<file path="src/rtl/trig_dist_pkg.sv">
package trig_dist_pkg;

    localparam int ADDR_W = 8;

    // register byte addresses
    localparam logic [ADDR_W-1:0] A_CTRL   = 8'h00;
    localparam logic [ADDR_W-1:0] A_TEN    = 8'h04;
    localparam logic [ADDR_W-1:0] A_STAT   = 8'h08;
    localparam logic [ADDR_W-1:0] A_CATCH  = 8'h0C;
    localparam logic [ADDR_W-1:0] A_OEN    = 8'h10;
    localparam logic [ADDR_W-1:0] A_POST   = 8'h14;
    localparam logic [ADDR_W-1:0] A_PERIOD = 8'h18;
    localparam logic [ADDR_W-1:0] A_BURST  = 8'h1C;
    localparam logic [ADDR_W-1:0] A_PRE    = 8'h30;

    // bit positions shared by status, catch and enable words
    localparam int B_EXT_RAW = 0;
    localparam int B_EXT_EN  = 8;
    localparam int B_PRE     = 16;
    localparam int B_SENT    = 17;
    localparam int B_OSC     = 24;

    // burst register flags
    localparam int B_BURST_MODE = 16;
    localparam int B_BURST_GO   = 17;

endpackage

</file>
<file path="src/rtl/trig_osc.sv">
// Periodic one-cycle pulse generator.
module trig_osc #(
    parameter int PERIOD_W = 32
) (
    input  logic                clk,
    input  logic                rst_n,
    input  logic [PERIOD_W-1:0] period,
    input  logic                restart,
    output logic                pulse
);

    typedef struct packed {
        logic [PERIOD_W-1:0] cnt;
        logic                pulse;
    } osc_t;

    osc_t q, d;

    always_comb begin
        d       = q;
        d.pulse = 1'b0;
        if (restart || period == '0) begin
            d.cnt = '0;
        end else if (q.cnt >= period - PERIOD_W'(1)) begin
            d.cnt   = '0;
            d.pulse = 1'b1;
        end else begin
            d.cnt = q.cnt + PERIOD_W'(1);
        end
    end

    always_ff @(posedge clk or negedge rst_n) begin
        if (!rst_n) q <= '0;
        else        q <= d;
    end

    assign pulse = q.pulse;

endmodule

</file>
<file path="src/rtl/trig_burst.sv">
// Burst sequencer: counts out a programmed number of pulses on oscillator ticks.
module trig_burst #(
    parameter int BURST_W = 16
) (
    input  logic               clk,
    input  logic               rst_n,
    input  logic               cfg_wr,
    input  logic [BURST_W-1:0] cfg_count,
    input  logic               cfg_mode,
    input  logic               cfg_go,
    input  logic               tick,
    output logic               mode,
    output logic               go,
    output logic [BURST_W-1:0] count,
    output logic               pulse
);

    typedef struct packed {
        logic [BURST_W-1:0] count;
        logic [BURST_W-1:0] remain;
        logic               mode;
        logic               go;
    } burst_t;

    burst_t q, d;

    assign pulse = q.mode && q.go && tick && (q.remain != '0);

    always_comb begin
        d = q;
        if (pulse) begin
            d.remain = q.remain - BURST_W'(1);
            if (q.remain == BURST_W'(1)) d.go = 1'b0;
        end else if (q.go && q.remain == '0) begin
            d.go = 1'b0;
        end
        if (cfg_wr) begin
            d.count  = cfg_count;
            d.remain = cfg_count;
            d.mode   = cfg_mode;
            d.go     = cfg_go && cfg_mode;
        end
    end

    always_ff @(posedge clk or negedge rst_n) begin
        if (!rst_n) q <= '0;
        else        q <= d;
    end

    assign mode  = q.mode;
    assign go    = q.go;
    assign count = q.count;

endmodule

</file>
<file path="src/rtl/trig_event_counter.sv">
// Event counter with synchronous clear on write.
module trig_event_counter #(
    parameter int CNT_W = 32
) (
    input  logic             clk,
    input  logic             rst_n,
    input  logic             clr,
    input  logic             inc,
    output logic [CNT_W-1:0] value
);

    logic [CNT_W-1:0] cnt_d, cnt_q;

    always_comb begin
        cnt_d = cnt_q;
        if (clr)      cnt_d = '0;
        else if (inc) cnt_d = cnt_q + CNT_W'(1);
    end

    always_ff @(posedge clk or negedge rst_n) begin
        if (!rst_n) cnt_q <= '0;
        else        cnt_q <= cnt_d;
    end

    assign value = cnt_q;

endmodule

</file>
<file path="src/rtl/trigger_distributor.sv">
module trigger_distributor
    import trig_dist_pkg::*;
#(
    parameter int N_EXT    = 2,
    parameter int N_OUT    = 8,
    parameter int PERIOD_W = 32,
    parameter int BURST_W  = 16,
    parameter int CNT_W    = 32
) (
    input  logic              clk,
    input  logic              rst_n,
    input  logic [N_EXT-1:0]  ext_trig,
    input  logic              bus_wr,
    input  logic [ADDR_W-1:0] bus_addr,
    input  logic [31:0]       bus_wdata,
    output logic [31:0]       bus_rdata,
    output logic [N_OUT-1:0]  fe_trig
);

    localparam logic [N_OUT-1:0] OEN_RESET = '1;

    typedef struct packed {
        logic                busy;
        logic [N_EXT-1:0]    ext;
        logic                raw_prev;
        logic [N_EXT-1:0]    en_ext;
        logic                en_osc;
        logic [N_OUT-1:0]    oen;
        logic [PERIOD_W-1:0] period;
        logic [31:0]         catches;
        logic [N_OUT-1:0]    fe;
    } dist_t;

    dist_t q, d;

    // register write strobes
    logic wr_ctrl, wr_ten, wr_catch, wr_oen, wr_post, wr_period, wr_burst, wr_pre;
    assign wr_ctrl   = bus_wr && (bus_addr == A_CTRL);
    assign wr_ten    = bus_wr && (bus_addr == A_TEN);
    assign wr_catch  = bus_wr && (bus_addr == A_CATCH);
    assign wr_oen    = bus_wr && (bus_addr == A_OEN);
    assign wr_post   = bus_wr && (bus_addr == A_POST);
    assign wr_period = bus_wr && (bus_addr == A_PERIOD);
    assign wr_burst  = bus_wr && (bus_addr == A_BURST);
    assign wr_pre    = bus_wr && (bus_addr == A_PRE);

    // sub-blocks
    logic               osc_pulse;
    logic               burst_mode, burst_go, burst_pulse;
    logic [BURST_W-1:0] burst_count;
    logic [CNT_W-1:0]   post_cnt, pre_cnt;

    trig_osc #(.PERIOD_W(PERIOD_W)) u_osc (
        .clk     (clk),
        .rst_n   (rst_n),
        .period  (q.period),
        .restart (wr_period),
        .pulse   (osc_pulse)
    );

    trig_burst #(.BURST_W(BURST_W)) u_burst (
        .clk       (clk),
        .rst_n     (rst_n),
        .cfg_wr    (wr_burst),
        .cfg_count (bus_wdata[BURST_W-1:0]),
        .cfg_mode  (bus_wdata[B_BURST_MODE]),
        .cfg_go    (bus_wdata[B_BURST_GO]),
        .tick      (osc_pulse),
        .mode      (burst_mode),
        .go        (burst_go),
        .count     (burst_count),
        .pulse     (burst_pulse)
    );

    // merge, edge detect, busy gate
    logic [N_EXT-1:0] ext_gated;
    logic norm_raw, raw, rise, sent, pre_inc;

    assign ext_gated = q.ext & q.en_ext;
    assign norm_raw  = (|ext_gated) || (osc_pulse && q.en_osc);
    assign raw       = burst_mode ? burst_pulse : norm_raw;
    assign rise      = norm_raw && !q.raw_prev;
    assign sent      = burst_mode ? burst_pulse : (rise && !q.busy);
    assign pre_inc   = burst_mode ? burst_pulse : rise;

    trig_event_counter #(.CNT_W(CNT_W)) u_post_cnt (
        .clk   (clk),
        .rst_n (rst_n),
        .clr   (wr_post),
        .inc   (sent),
        .value (post_cnt)
    );

    trig_event_counter #(.CNT_W(CNT_W)) u_pre_cnt (
        .clk   (clk),
        .rst_n (rst_n),
        .clr   (wr_pre),
        .inc   (pre_inc),
        .value (pre_cnt)
    );

    // live status word
    logic [31:0] status;
    always_comb begin
        status = '0;
        status[B_EXT_RAW +: N_EXT] = q.ext;
        status[B_EXT_EN  +: N_EXT] = ext_gated;
        status[B_PRE]              = raw;
        status[B_SENT]             = sent;
        status[B_OSC]              = osc_pulse;
    end

    // next state
    always_comb begin
        d          = q;
        d.ext      = ext_trig;
        d.raw_prev = norm_raw;
        d.fe       = sent ? q.oen : '0;

        if (wr_ctrl && !bus_wdata[0]) d.busy = 1'b0;
        if (sent && !burst_mode)      d.busy = 1'b1;

        if (wr_ten) begin
            d.en_ext = bus_wdata[N_EXT-1:0];
            d.en_osc = bus_wdata[B_OSC];
        end
        if (wr_oen)    d.oen    = bus_wdata[N_OUT-1:0];
        if (wr_period) d.period = bus_wdata[PERIOD_W-1:0];

        d.catches = (wr_catch ? (q.catches & bus_wdata) : q.catches) | status;
    end

    always_ff @(posedge clk or negedge rst_n) begin
        if (!rst_n) begin
            q     <= '0;
            q.oen <= OEN_RESET;
        end else begin
            q <= d;
        end
    end

    // read mux
    always_comb begin
        bus_rdata = '0;
        case (bus_addr)
            A_CTRL:   bus_rdata[0] = q.busy;
            A_TEN: begin
                bus_rdata[N_EXT-1:0] = q.en_ext;
                bus_rdata[B_OSC]     = q.en_osc;
            end
            A_STAT:   bus_rdata = status;
            A_CATCH:  bus_rdata = q.catches;
            A_OEN:    bus_rdata[N_OUT-1:0] = q.oen;
            A_POST:   bus_rdata[CNT_W-1:0] = post_cnt;
            A_PERIOD: bus_rdata[PERIOD_W-1:0] = q.period;
            A_BURST: begin
                bus_rdata[BURST_W-1:0]  = burst_count;
                bus_rdata[B_BURST_MODE] = burst_mode;
                bus_rdata[B_BURST_GO]   = burst_go;
            end
            A_PRE:    bus_rdata[CNT_W-1:0] = pre_cnt;
            default:  bus_rdata = '0;
        endcase
    end

    assign fe_trig = q.fe;

endmodule

</file>
<file path="config.mk">
export PLATFORM = sky130hd
export DESIGN_NAME = trigger_distributor
export DESIGN_NICKNAME = d
export VERILOG_FILES = /design/src/rtl/trig_dist_pkg.sv /design/src/rtl/trig_osc.sv /design/src/rtl/trig_burst.sv /design/src/rtl/trig_event_counter.sv /design/src/rtl/trigger_distributor.sv
export SDC_FILE = /design/constraint.sdc
export NUM_CORES = 1
export LEC_CHECK = 0
export BUFFER_PORTS_ARGS = -buffer_cell sky130_fd_sc_hd__clkbuf_2
export CAP_MARGIN = 20
export CORE_ASPECT_RATIO = 1.1
export CORE_UTILIZATION = 50
export DETAILED_ROUTE_END_ITERATION = 8
export PLACE_DENSITY = 0.67
export REMOVE_ABC_BUFFERS = 1
export SYNTH_ARGS = -nofsm -noshare
export SYNTH_HDL_FRONTEND = slang
export SYNTH_HIERARCHICAL = 1
export SYNTH_SLANG_ARGS = --single-unit
export TNS_END_PERCENT = 50
</file>
<file path="constraint.sdc">
create_clock -name clk -period 7.9 [get_ports clk]
set_input_delay 1.185 -clock clk [delete_from_list [all_inputs] [get_ports clk]]
set_output_delay 1.185 -clock clk [all_outputs]
set_load 0.005 [all_outputs]
</file>
==> results of run 1 <==
## layout make-up
type | instances | area (um^2)
fillers | 2221 | 10900
multi-input cells | 937 | 6590
flip-flops and latches | 218 | 5470
clock buffers | 34 | 719
repair buffers | 98 | 543
well taps | 310 | 388
inverters | 29 | 109
clock inverters | 8 | 73.8
## cell families after synthesis
group	count (synthesis)	share of synthesized area (%)
AOI/OAI and AO/OA	259	13.7
xor gates and xnor gates	82	5.63
adders and majority gates	39	3.83
muxes	80	7.46
buffers and inverters	122	5.66
and+or+nand+nor	477	20.9
DFF	218	42.9
## registers in the layout (all words and copies together) (netlist names)
signal,count
u_osc/pulse,1
u_burst/q,16
fe_trig,8
u_burst/count,16
u_osc/q,32
u_pre_cnt/value,32
u_burst/mode,1
u_burst/go,1
q,79
u_post_cnt/value,32
## Yosys cell counts (all sizes together), types with 29 or more instances
library cell  instances
buf                  60
nand3                52
o21ai                56
a22oi                45
nor2                100
nand2               111
ha                   39
dfrtp               210
mux2                 70
a21oi                46
clkbuf               33
xnor2                61
or4                  38
inv                  29
## final timing paths
check	from	to	slack [ns]	cells past startpoint
max	bus_addr[2]	bus_rdata[16]	3.21	8
min	q[33]	q[33]	0.49	1
max reg2reg	q[43]	u_osc/pulse	3.77	11
min reg2reg	q[33]	q[33]	0.49	1
max in group asynchronous	rst_n	u_burst/q[9]	5.86	2
min in group asynchronous	rst_n	u_osc/q[26]	0.66	1
## power groups by stage
stage / Sequential [mW] / Combinational, mW / Clock, mW
after floorplan: 1.24 / 0.280 / 0
after detailed placement: 1.28 / 0.403 / 0
after global placement: 1.28 / 0.388 / 0
after global routing: 1.27 / 0.453 / 1.20
after CTS: 1.26 / 0.406 / 1.15
final: 1.26 / 0.403 / 1.13
## layer usage
metal,global-route usage [%],up-vias,wire length [um]
met3,4.39,59,2350
met2,45.2,378,16500
met5,0,-,0
met4,8.57,0,941
met1,36.5,5091,15200
li1,-,4732,-
## worst register-to-register path, cell delays in order, from the launching register on
cell and delay, ns:
dfrtp_1 0.47, nor4_1 0.80, and2_0 0.48, nand3_2 0.15, or3_1 0.34, xor2_1 0.15
ha_1 0.30, nand4_1 0.10, or4_1 0.53, o211ai_1 0.19, buf_4 0.37, and2_1 0.20
## stage by stage
stage	util, %	total power, mW	setup slack, ns
final	56.0	2.80	3.21
after global routing	56.0	2.92	2.98
after CTS	56.0	2.82	3.23
after detailed placement	52.8	1.68	2.94
after global placement	52.8	1.67	2.91
after floorplan	-	1.52	3.15
==> impl_metrics.ini, run 1 <==
[status]
status = finished, final reports clean

[timing]
min_period_over_period_pct = 59.4
min_period_ns = 4.69
fin_skew_ns = 0.0107
worst_slew_pin_slew_ns = 0.927
rsz0062_at_grt = false
hold_viol = 0
drv_slew = 0
whs_ns = 0.487
setup_viol = 0
setup_tns_ns = 0
slew_headroom_pct = 37.7
fmax_ghz = 0.213

[clock_tree]
clock_sinks = 218
clk_pin_slew_ns = 0.06
clockBufferDepth = 3
numCtsBuffers = 25
cts_tree = done
clockRootBuffer = clkbuf_16
cts.repair_timing.setup_buffer_count = 0
cts_hold_buf = 0
cts-resized-gates = 0
clock_latency_ns = 0.52
htreeDepth = 1

[placement]
dp.cells = 1592
dpl.hpwl_um = 24700
placed_area_um2 = 13100
io_buffer_count = 84
finalWeightedCongestion = 0.930

[pwr]
power_frac_seq_pct = 45.1
leakagePower_nw = 6.06
combPwrFrac_pct = 14.4
p_clk_share_pct = 40.5
p_int_mw = 2.00
power_switching_mw = 0.796
power.density_nw_per_um2 = 202
peakVddDrop_v = 0.000128
swShare_pct = 28.5

[grt]
grt_pass1_vias = 9894
grt_usage_pct = 27.2
grt_pass1_wl_um = 55500
grt_max_degree = 95
globalRouteOverflowTotal = 0
grt_antenna_before_repair = 0

[yosys]
synth_ff_type = dfrtp_1
ys_ff_latch = 218
synth.distinct_cells = 84
synth_edf_count = 0
synth_top_area_share_pct = 41.2
yosys_warnings = 6
synth-async-reset-ratio_pct = 100
ys_seq_area_share_pct = 42.9
syn_avg_cell_area_um2 = 9.99
syn_inst = 1277
syn_area_um2 = 12800
synth_top_cell_by_area = dfrtp_1
synthTopCellsByArea = dfrtp_1 (41%), mux2_2 (5.7%), xnor2_1 (4.2%), ha_1 (3.8%), nand2_1 (3.2%)

[routing]
drcViolationCount = 0
vias = 10300
first_iter_violations = 772
drt-pass1-iter-count = 6
ant_nets = 0
post_drt_wl_per_cell_um = 21.4
wl_um = 35000
avgViaCountPerCell = 6.28

[critical_path]
cp_top_family = buffers and inverters
crit_chain = clkbuf_2, nor4bb_2, buf_4, and2_1, buf_8, a222oi_1, o21ai_0, clkbuf_2
end_kind = output port
cp_slowest_cell = and2_1
path_max_fanout = 21
worstPathRequired_ns = 6.71
cp-start-kind = input pin
critPathKind = input pin to output port
crit_arrival_ns = 3.51
worst-path-buf-inv = 4
critPathMaxStageDelay_ns = 0.60
cp_common_cell = clkbuf_2

[floorplanning]
design.core.area_um2 = 24800
dieHeight_um = 170
row_count = 60
boundaryPins = 85
start_util_pct = 51.5
dieArea_um2 = 26200
die_w_um = 154

[worst_hold_path]
hold_class = flop to flop

[layout]
stdcell_count = 1634
final_common_cell = dfrtp_1
drive_gt1_share_pct = 18.7
final_area_um2 = 13900
diodes = 0
layout_common_cells = dfrtp_1 (210), nand2_1 (110), nor2_1 (99)
final_nets = 1393
area_growth_syn_to_layout_pct = 8.87

[job]
drv_cap = 0
Note: power is estimated with default switching activity, not from simulation.
==> run 2, diff against run 1 <==
--- a/config.mk
+++ b/config.mk
@@ -10,7 +10,7 @@
 export CORE_ASPECT_RATIO = 1.1
 export CORE_UTILIZATION = 50
 export DETAILED_ROUTE_END_ITERATION = 8
-export PLACE_DENSITY = 0.67
+export PLACE_DENSITY = 0.69
 export REMOVE_ABC_BUFFERS = 1
 export SYNTH_ARGS = -nofsm -noshare
 export SYNTH_HDL_FRONTEND = slang
==> constraint.sdc (replaced) <==
create_clock -name clk -period 4.1 [get_ports clk]
set_input_delay 0.615 -clock clk [delete_from_list [all_inputs] [get_ports clk]]
set_output_delay 0.615 -clock clk [all_outputs]
set_load 0.005 [all_outputs]
==> run 2 against run 1 <==
  * Sequential share of layout area is 0.48 points lower
  * Via count grew 1.0%
  * Register-to-register slack got worse by 3.5 ns
  * Worst hold slack worse by 0.33 ns
  * Critical path type is now flop to flop
  * Largest power group unchanged
==> impl_metrics.ini, run 2 (same netlist as run 1, synthesis figures left out) <==
[status]
status = finished, final reports clean

[routing]
drcViolationCount = 0
vias = 10400
first_iter_violations = 1032
ant_nets = 0
wl_um = 34900
avgViaCountPerCell = 6.28
post_drt_wl_per_cell_um = 21.1
drt-pass1-iter-count = 6

[clock_tree]
numCtsBuffers = 25
clockBufferDepth = 3
clockRootBuffer = clkbuf_16
cts-resized-gates = 0
clock_latency_ns = 0.52
cts_tree = done
cts_hold_buf = 0
clk_pin_slew_ns = 0.06
cts.repair_timing.setup_buffer_count = 0
htreeDepth = 1
clock_sinks = 218

[floorplanning]
design.core.area_um2 = 24800
dieArea_um2 = 26200
die_w_um = 154
dieHeight_um = 170
row_count = 60
start_util_pct = 51.5
boundaryPins = 85

[critical_path]
cp-start-kind = flop
critPathKind = flop to flop
path_max_fanout = 33
r2r_start = q[49]
crit_end = u_osc/pulse
worstPathRequired_ns = 4.55
r2r_slack_ns = 0.27
crit_arrival_ns = 4.28
r2r-end = u_osc/pulse
end_kind = flop
reg2reg_depth = 12
cp-startpoint = q[49]

[layout]
final_nets = 1408
largest_reg_flops = 79
final_common_cell = dfrtp_1
top_register = q
layout_common_cells = dfrtp_1 (210), nand2_1 (110), nor2_1 (99)
drive_gt1_share_pct = 19.6
diodes = 0
n_fill_cell = 2177
area_growth_syn_to_layout_pct = 10.2

[grt]
globalRouteOverflowTotal = 0
busiest_layer = met2
grt_util_met3_pct = 3.78
grt_pass1_wl_um = 55800
use_met2_pct = 44.3
grt_pass1_vias = 10100
grt_use_met1_pct = 37.1
grt_antenna_before_repair = 0
grt_max_degree = 110
grt_usage_pct = 27.2

[pwr]
power.density_nw_per_um2 = 389
p_total_mw = 5.47
leakagePower_nw = 6.17
peakVddDrop_v = 0.000241

[timing]
fin_skew_ns = 0.0164
fmax_ghz = 0.261
min_period_ns = 3.83
slew_headroom_pct = 40.3
worst_slew_pin_slew_ns = 0.895
drv_slew = 0
whs_ns = 0.155
rsz0062_at_grt = false
setup_viol = 0
hold_viol = 0
min_period_over_period_pct = 93.4

[worst_hold_path]
hold_class = input pin to asynchronous set/reset pin

[placement]
finalWeightedCongestion = 0.927
dpl.hpwl_um = 24800
io_buffer_count = 84

[job]
drv_cap = 0
==> run 2: cell types whose count changed in the layout (fill, tap and decap cells not counted), sizes merged <==
cell	delta
clkinvlp	-2
bufinv	+1
buf	+15
clkbuf	+2
clkinv	+2
==> run 2: cell type report <==
class	count	area [um^2]	share of cell area, %
multi-input cells	937	6590	46.9
clock inverters	9	95.1	0.677
inverters	29	109	0.774
clock buffers	36	727	5.17
well taps	310	388	2.76
repair buffers	113	686	4.88
flip-flops and latches	218	5470	38.9
==> run 2: routing by layer <==
layer	wire [um]	vias to the layer above
met5	0	-
met4	1240	0
met3	2440	76
met2	16300	386
met1	14900	5126
li1	-	4779
==> run 2: how the worst min path moves through the flow <==
stage,start,end,cells past startpoint
after global routing,ext_trig[0],q[84],1
after floorplan,rst_n,fe_trig[0],0
after CTS,ext_trig[0],q[84],1
after global placement,q[29],q[29],1
after detailed placement,q[21],q[21],1
final,rst_n,u_osc/q[27],1
==> run 2: power by group <==
part	internal, mW	switching [mW]	leakage, nW
logic	0.337	0.458	2.93
registers	2.25	0.183	2.82
clock network	1.35	0.889	0.413
==> run 2: through the flow <==
stage / setup WS [ns] / cells / utilization [%] / instance area (um^2) / TNS [ns]
6_report: 0.272 / 1652 / 56.7 / 14100 / 0
5_1_grt: 0.141 / 1652 / 56.7 / 14100 / 0
4_1_cts: 0.295 / 1652 / 56.7 / 14100 / 0
3_5_place_dp: 0.301 / 1607 / 53.4 / 13200 / 0
3_3_place_gp: 0.388 / 1607 / 53.4 / 13200 / 0
2_1_floorplan: -0.349 / 1184 / - / 12100 / -10.52
==> run 2: critical path, cell delays in order (launching register included) <==
cell and delay (ns):
dfrtp_1 0.42, or4_4 0.56, or3_4 0.39, nor3_4 0.17, nand3_2 0.10, or3_1 0.35
xor2_1 0.16, ha_1 0.30, nand4_1 0.11, or4_1 0.53, o211ai_1 0.28, buf_12 0.23
and2_1 0.15
